==> src/rtl/rtd_cal_pkg.sv <==
package rtd_cal_pkg;

  typedef enum logic [1:0] {
    CAL_OFF   = 2'b00,
    CAL_MET   = 2'b01,
    CAL_CEIL  = 2'b10,
    CAL_FLOOR = 2'b11
  } cal_status_e;

endpackage

==> src/rtl/rtd_step_ctrl.sv <==
module rtd_step_ctrl
  import rtd_cal_pkg::*;
#(
  parameter int AW         = 5,
  parameter int RTD_W      = 20,
  parameter int IDLE_DELAY = 3
) (
  input  logic             clk,
  input  logic             rst,
  input  logic             enable,
  input  logic [RTD_W-1:0] target,
  input  logic [RTD_W-1:0] meas,
  input  logic             meas_stb,
  output logic [AW-1:0]    delay_q,
  output logic [1:0]       status_q
);

  localparam logic [AW-1:0] MAX_D  = '1;
  localparam logic [AW-1:0] IDLE_D = AW'(IDLE_DELAY);

  logic below, above, at_max, at_min;
  cal_status_e status_r;

  assign below  = meas < target;
  assign above  = meas > target;
  assign at_max = (delay_q == MAX_D);
  assign at_min = (delay_q == '0);

  always_ff @(posedge clk) begin
    if (rst || !enable) begin
      delay_q  <= IDLE_D;
      status_r <= CAL_OFF;
    end else if (meas_stb) begin
      if (below && !at_max)
        delay_q <= delay_q + AW'(1);
      else if (above && !at_min)
        delay_q <= delay_q - AW'(1);

      if (!below && !above)
        status_r <= CAL_MET;
      else if (below && at_max)
        status_r <= CAL_CEIL;
      else if (above && at_min)
        status_r <= CAL_FLOOR;
    end
  end

  assign status_q = status_r;

  // disabled line depth is fixed
  assert_idle_delay_R2: assert property (@(posedge clk) disable iff (rst)
    !enable |=> delay_q == IDLE_D);

  // status reads off while disabled
  assert_idle_status_R6: assert property (@(posedge clk) disable iff (rst)
    !enable |=> status_q == 2'b00);

  // no move without a measurement
  assert_hold_R5: assert property (@(posedge clk) disable iff (rst)
    (enable && !meas_stb) |=> $stable(delay_q));

  // single-step rise on a low measurement
  assert_step_up_R4: assert property (@(posedge clk) disable iff (rst)
    (enable && meas_stb && below && !at_max) |=> delay_q == $past(delay_q) + AW'(1));

  // delay never wraps below zero
  assert_floor_R4: assert property (@(posedge clk) disable iff (rst)
    (enable && meas_stb && above && at_min) |=> delay_q == '0);

endmodule

==> src/rtl/rtd_tap_line.sv <==
module rtd_tap_line #(
  parameter int DATA_W = 32,
  parameter int AW     = 5
) (
  input  logic              clk,
  input  logic              rst,
  input  logic [DATA_W-1:0] in_data,
  input  logic              in_valid,
  input  logic [AW-1:0]     tap,
  output logic [DATA_W-1:0] out_data,
  output logic              out_valid
);

  localparam int DEPTH = 1 << AW;

  logic [DATA_W-1:0] store [DEPTH];
  logic [DEPTH-1:0]  vflag;
  logic [AW-1:0]     wr_ptr;
  logic [AW-1:0]     rd_idx;
  logic              bypass;

  assign rd_idx = wr_ptr - tap;
  assign bypass = (tap == '0);

  // data storage: no reset, single write and single read port
  always_ff @(posedge clk) begin
    store[wr_ptr] <= in_data;
    out_data      <= bypass ? in_data : store[rd_idx];
  end

  // valid flags and pointer: reset so stale words are never flagged
  always_ff @(posedge clk) begin
    if (rst) begin
      vflag     <= '0;
      wr_ptr    <= '0;
      out_valid <= 1'b0;
    end else begin
      vflag[wr_ptr] <= in_valid;
      wr_ptr        <= wr_ptr + AW'(1);
      out_valid     <= bypass ? in_valid : vflag[rd_idx];
    end
  end

  // zero tap gives one-cycle latency
  assert_bypass_R8: assert property (@(posedge clk) disable iff (rst)
    (tap == '0) |=> (out_valid == $past(in_valid)) && (out_data == $past(in_data)));

endmodule

==> src/rtl/rtd_cal_pipe.sv <==
module rtd_cal_pipe #(
  parameter int DATA_W     = 32,
  parameter int DELAY_AW   = 5,
  parameter int RTD_W      = 20,
  parameter int IDLE_DELAY = 3
) (
  input  logic                clk,
  input  logic                rst,
  input  logic [DATA_W-1:0]   in_data,
  input  logic                in_valid,
  output logic [DATA_W-1:0]   out_data,
  output logic                out_valid,
  input  logic                cal_enable,
  input  logic [RTD_W-1:0]    cal_target,
  input  logic [RTD_W-1:0]    meas_rtd,
  input  logic                meas_stb,
  output logic [1:0]          cal_status,
  output logic [DELAY_AW-1:0] delay_now
);

  logic [DELAY_AW-1:0] tap;

  rtd_step_ctrl #(
    .AW(DELAY_AW), .RTD_W(RTD_W), .IDLE_DELAY(IDLE_DELAY)
  ) u_ctrl (
    .clk(clk), .rst(rst), .enable(cal_enable), .target(cal_target),
    .meas(meas_rtd), .meas_stb(meas_stb), .delay_q(tap), .status_q(cal_status)
  );

  rtd_tap_line #(
    .DATA_W(DATA_W), .AW(DELAY_AW)
  ) u_line (
    .clk(clk), .rst(rst), .in_data(in_data), .in_valid(in_valid),
    .tap(tap), .out_data(out_data), .out_valid(out_valid)
  );

  assign delay_now = tap;

  // reset leaves the idle depth in place
  assert_reset_depth_R1: assert property (@(posedge clk)
    rst |=> delay_now == DELAY_AW'(IDLE_DELAY));

endmodule

==> config.mk <==
export PLATFORM = sky130hd
export DESIGN_NAME = rtd_cal_pipe
export DESIGN_NICKNAME = d
export VERILOG_FILES = /design/src/rtl/rtd_cal_pkg.sv /design/src/rtl/rtd_step_ctrl.sv /design/src/rtl/rtd_tap_line.sv /design/src/rtl/rtd_cal_pipe.sv
export SDC_FILE = /design/constraint.sdc
export NUM_CORES = 1
export LEC_CHECK = 0
export BUFFER_PORTS_ARGS = -buffer_cell sky130_fd_sc_hd__buf_2
export CAP_MARGIN = 40
export CORE_ASPECT_RATIO = 1.1
export CORE_MARGIN = 4
export CORE_UTILIZATION = 56
export CTS_CLUSTER_DIAMETER = 60
export CTS_CLUSTER_SIZE = 8
export DETAILED_ROUTE_END_ITERATION = 7
export GPL_ROUTABILITY_DRIVEN = 0
export MAX_ROUTING_LAYER = met4
export PLACE_DENSITY = 0.85
export SLEW_MARGIN = 10
export SYNTH_ARGS = -nofsm -noshare
export SYNTH_HDL_FRONTEND = slang
export SYNTH_SLANG_ARGS = --single-unit
==> constraint.sdc <==
create_clock -name clk -period 3.2 [get_ports clk]
set_input_delay 0.64 -clock clk [delete_from_list [all_inputs] [get_ports clk]]
set_output_delay 0.64 -clock clk [all_outputs]
set_load 0.03 [all_outputs]
==> results.cfg, run 1 <==
[sta]
finalHoldViolations = 0
slew_viol_final = 0
final.period_utilization = 1.20
fin_ws_ns = -0.637
clock_skew_ns = 0.0221
tightest_slew_ns = 0.895
timing.hold.ws_ns = 0.260
finalSetupTns_ns = -18.01
rsz0062_at_grt = yes
maxSlewHeadroom = 0.403
fmax_mhz = 261
setup_violations = 32
period_needed_ns = 3.84

[clock_tree]
cts_root_buf = clkbuf_16
cts.sinks = 1074
clk_latency_ns = 0.75
tritoncts = built
clk_path_buf_depth = 3
cts-buffers-inserted = 153
clk_pin_slew_worst_paths_ns = 0.05
htree_levels = 4

[outcome]
violations = setup timing
status = finished with violations

[yosys]
synth.most_common_cell = edfxtp_1
syn_nets = 1902
netlist_top_cells_count = 1024 x edfxtp_1, 330 x mux4_2, 50 x dfxtp_1
yosysWarnings = 0
synth_area_mm2 = 0.0418
synthArstFlopShare = 0
synth.largest_area_cell = edfxtp_1
synth_cells = 1792
ys_types = 39
synth-seq-cells = 1074
synth-main-ff-cell = edfxtp_1
avgSynthCellArea_um2 = 23.3
synth-edff-count = 1024
synth_area_leaders = edfxtp_1 74%, mux4_2 18%, dfxtp_1 2.4%
ys_seq_area_frac = 0.759
synth_top_area_share = 0.735

[route]
drt-met1-wl_mm = 39.3
wirelength_mm = 122
drt-initial-drc-count = 3544
viasPerCell = 7.25
dr.pass1.iters = 5
wl_per_cell_um = 39.6
ant_nets = 0
drc = 0
met3WireLength_mm = 12.9
dr_total_vias = 22300
wl_met2_mm = 62.8
top_layer = met4

[grt]
grt_max_degree = 72
grt_pass1_wl_mm = 172
overflow = 0
antenna_found_initial = 5
track_usage = 0.321
grt_pass1_vias = 23100

[layout]
area_delta_synth_final_pct = 18.7
fillers = 4173
layout-drive-gt1-share = 0.380
multi_input_area_mm2 = 0.00970
register_area_mm2 = 0.0318
fin_cells = 3080
postLayoutCellArea_mm2 = 0.0497
postLayoutCoreUtil = 0.674
nets = 2195

[min_path]
hold_depth = 3
hold_class = input port to flop
worstHoldStart = cal_enable

[floorplan]
die_h_um = 295
die_area_mm2 = 0.0791
core_mm2 = 0.0737
initial_core_util = 0.568
fp.dieW_um = 269
rows = 104
num_io_pins = 117

[worst_setup_path]
reg2reg_depth = 9
end_kind = output pin
cp.required_ns = 2.56
worstSetupPathType = flop to output pin
start_kind = flop
r2r_slack_ns = 0.34
r2r-start = u_line.wr_ptr[0]$_SDFF_PP0_
crit_fanout = 10
arrival_ns = 3.20

[placement]
preCtsSetupSlack_ns = -0.204
place_area_mm2 = 0.0444
portBuffers = 116
placed_cells = 2852
hpwl_mm = 56.2

[power_and_ir_drop]
irDropWorstVdd_v = 0.000563
power_leakage_nw = 16.5
power_mw = 36.8
powerDensity_mw_per_mm2 = 742

[flow_run]
max_cap_viol_count = 0
layout make-up:
type | instances | area share
clock inverter | 16 | 0.00522
inverter | 29 | 0.00219
timing repair buffer | 228 | 0.0530
sequential | 1074 | 0.640
multi-input combinational | 599 | 0.195
clock buffer | 175 | 0.0801
tap | 954 | 0.0240
antenna | 5 | 0.000252
worst max-delay path, stage by stage (launching register included):
cell	delay, ns
dfxtp_4	0.41
buf_12	0.20
buf_12	0.15
buf_16	0.13
mux4_2	0.55
mux4_2	0.52
mux2_4	0.32
buf_6	0.15
final timing paths:
path | endpoint
max reg2reg | u_line.out_valid$_SDFF_PP0_
min | u_ctrl.delay_q[1]$_SDFFE_PP1P_
max | out_data[12]
min reg2reg | u_line.vflag[31]$_SDFFE_PP0P_
kinds of logic (layout without fill, tap and decap cells):
group,Yosys count,after routing,synth area share
buffers and inverters,119,448,0.0137
flip-flops,1074,1074,0.759
AND/OR/NAND/NOR,120,120,0.0145
adder cells (fa/ha/maj),33,33,0.0102
other,0,5,0
AO/OA/AOI/OAI,41,41,0.00607
XOR/XNOR,8,8,0.00168
multiplexers,397,397,0.195
power by group:
group | leakage, nW | total, mW | switching [mW] | internal [mW]
Combinational | 4.80 | 6.13 | 3.15 | 2.97
Sequential | 9.66 | 15.8 | 0.164 | 15.6
Clock | 2.07 | 14.9 | 6.08 | 8.86
Total | 16.5 | 36.8 | 9.39 | 27.4
sequential cells by signal, summed over array words and instances (netlist names), named ones only:
signal	cells
u_ctrl.delay_q	5
u_ctrl.status_q	2
u_line.out_valid	1
u_line.store	1024
u_line.vflag	32
u_line.wr_ptr	5
per-layer routing:
metal / vias to the layer above / GRT usage
met4: 0 / 0.152
met3: 459 / 0.0657
met5: - / -
met1: 11500 / 0.391
li1: 8167 / -
met2: 2180 / 0.524
layout by cell type (no fill, tap or decap), drive strengths merged:
cell type     n
o21a          4
mux4        330
mux2i        35
and3         13
o21ai         9
inv          36
a21boi        1
nor3          5
bufinv        2
a211oi        2
or3b          1
xnor2         5
nand2         8
and2         20
dfxtp        50
buf         223
a311oi        1
xor2          3
a31oi         1
nor2         44
clkinv        7
nand2b        3
or4           1
a21oi        16
nor2b         8
edfxtp     1024
fa            2
diode         5
ha           31
a22oi         1
mux2         32
o211ai        1
a21o          5
nand3         9
or2           1
or3           1
clkbuf      180
nand4         6
what timing repair did:
| action | in CTS | in global routing |
|---|---|---|
| gates resized for setup | 104 | 14 |
| setup buffers | 11 | 9 |
| setup endpoints to repair | 32 | 32 |
| hold buffers | 0 | 0 |
| hold endpoints to repair | 0 | 0 |
| cloned | 7 | 5 |
Power figures use the tool's default switching activity.
==> run 2: changes to the inputs <==
Settings changed: CORE_ASPECT_RATIO 1.1 to 0.8.
==> run 2 against run 1 <==
The run still ends with setup timing left. Design area hardly changed. Setup slack better by 0.055 ns. Power is 1.2% lower. Count of clock-buffer cells in the layout is 11 higher. Hold slack better by 0.022 ns. Clock power hardly changed. Die area hardly changed. Non-clock buffer count is 11 higher. Largest power group unchanged.
==> results.cfg, run 2 (synthesized netlist as in run 1, its figures left out) <==
[grt]
track_usage = 0.322
grt_pass1_vias = 23000
antenna_found_initial = 3
grt_max_degree = 41
overflow = 0
grt_pass1_wl_mm = 172

[worst_setup_path]
arrival_ns = 3.14
cp_common_cell = mux4_2
path_cells = buf_12, buf_16, mux4_2, mux4_2, mux2_2, buf_2
worst_path_max_delay_cell = mux4_2
worstSetupPathType = flop to output pin
end_kind = output pin
crit_fanout = 14
cp.required_ns = 2.56
start_kind = flop
critPathMaxStageDelay_ns = 0.57

[sta]
tightest_slew_ns = 0.763
maxSlewHeadroom = 0.492
slew_viol_final = 0
rsz0062_at_grt = yes
fin_ws_ns = -0.581
setup_violations = 32
final.period_utilization = 1.18
finalHoldViolations = 0
clock_skew_ns = 0.0291
fmax_mhz = 264
timing.hold.ws_ns = 0.282
period_needed_ns = 3.78

[power_and_ir_drop]
irDropWorstVdd_v = 0.000692
powerDensity_mw_per_mm2 = 733
power_mw = 36.4
power_leakage_nw = 16.5

[layout]
area_delta_synth_final_pct = 18.7
largest_reg_flops = 1024
layout_common_cells = 1024 x edfxtp_1, 330 x mux4_2, 158 x clkbuf_16
nets = 2205
layout-drive-gt1-share = 0.380
postLayoutCellArea_mm2 = 0.0497
mostFrequentLayoutCell = edfxtp_1
top_regs = u_line.store: 1024 flops, u_line.vflag: 32 flops
regMostFlops = u_line.store
fin_cells = 3138

[clock_tree]
tritoncts = built
cts.sinks = 1074
htree_levels = 4
clk_path_buf_depth = 3
cts_hold_buffers = 0
clk_latency_ns = 0.73
clk_pin_slew_worst_paths_ns = 0.05
cts_root_buf = clkbuf_16
cts-buffers-inserted = 152

[floorplan]
rows = 89
core_mm2 = 0.0738
num_io_pins = 117
fp.dieW_um = 314
die_h_um = 252
initial_core_util = 0.566
die_area_mm2 = 0.0791

[placement]
place_area_mm2 = 0.0446
portBuffers = 116
hpwl_mm = 55.8
placed_cells = 2912

[route]
dr_total_vias = 22400
drc = 0
wl_per_cell_um = 38.7
viasPerCell = 7.15
wirelength_mm = 122
ant_nets = 0
dr.pass1.iters = 6
drt-initial-drc-count = 3991

[outcome]
status = finished with violations
violations = setup timing

[min_path]
hold_class = input port to flop

[flow_run]
max_cap_viol_count = 0
[run 2: cell count changes in the layout (fill, tap and decap cells not counted), moves of 3 or more]
| cell | change |
|---|---|
| buf_6 | -7 |
| mux2_2 | +8 |
| buf_2 | +7 |
| buf_16 | +5 |
| clkbuf_1 | +9 |
| buf_4 | +12 |
| mux2_4 | -8 |
| clkbuf_16 | -3 |
| buf_8 | -3 |
[run 2: what timing repair did]
| item | CTS | global route |
|---|---|---|
| setup endpoints to repair | 32 | 32 |
| pin swaps | 0 | 0 |
| resized for setup | 87 | 6 |
| setup buffers | 13 | 5 |
| cloned | 13 | 0 |
[run 2: cell type report]
| cell class | count | area (um^2) |
|---|---|---|
| repair buffers | 239 | 2690 |
| clock inverters | 7 | 109 |
| inverters | 29 | 109 |
| flip-flops and latches | 1074 | 31800 |
| well taps | 1001 | 1250 |
| multi-input cells | 599 | 9670 |
| clock buffers | 186 | 4060 |
| diodes | 3 | 7.51 |
| fillers | 4243 | 24200 |
[run 2: final timing paths]
check / startpoint / end / slack, ns / cells past startpoint
hold / removal: meas_stb / u_ctrl.status_q[1]$_SDFFE_PP0P_ / 0.28 / 3
setup reg to reg: u_line.wr_ptr[0]$_SDFF_PP0_ / u_line.out_valid$_SDFF_PP0_ / 0.29 / 9
setup / recovery: flop / out_data[30] / -0.58 / 6
hold reg to reg: u_ctrl.status_q[1]$_SDFFE_PP0P_ / u_ctrl.status_q[1]$_SDFFE_PP0P_ / 0.47 / 1
[run 2: power breakdown]
part	switching (mW)	total [mW]	internal (mW)
Clock	5.87	14.6	8.77
Combinational	3.15	6.07	2.91
Sequential	0.0974	15.7	15.6
[run 2: critical path, delay by kind of cell, from the launching register on]
kind | cells | cell delay (ns)
muxes | 3 | 1.38
buffers and inverters | 3 | 0.58
DFF | 1 | 0.42
[run 2: per-layer routing]
layer	up-vias	track usage	wire, um
met5	-	-	0
met4	0	0.135	5950
met3	448	0.0734	13700
met2	2165	0.518	61800
met1	11600	0.403	40000
li1	8194	-	-
[run 2: through the flow]
stage	setup slack [ns]	util	TNS (ns)
detailed placement	-0.216	0.605	-0.491
global placement	-0.0620	0.605	-0.101
global route	-0.613	0.673	-18.04
floorplan	0.0133	-	0
CTS	-0.603	0.672	-16.96
finish	-0.581	0.673	-16.92
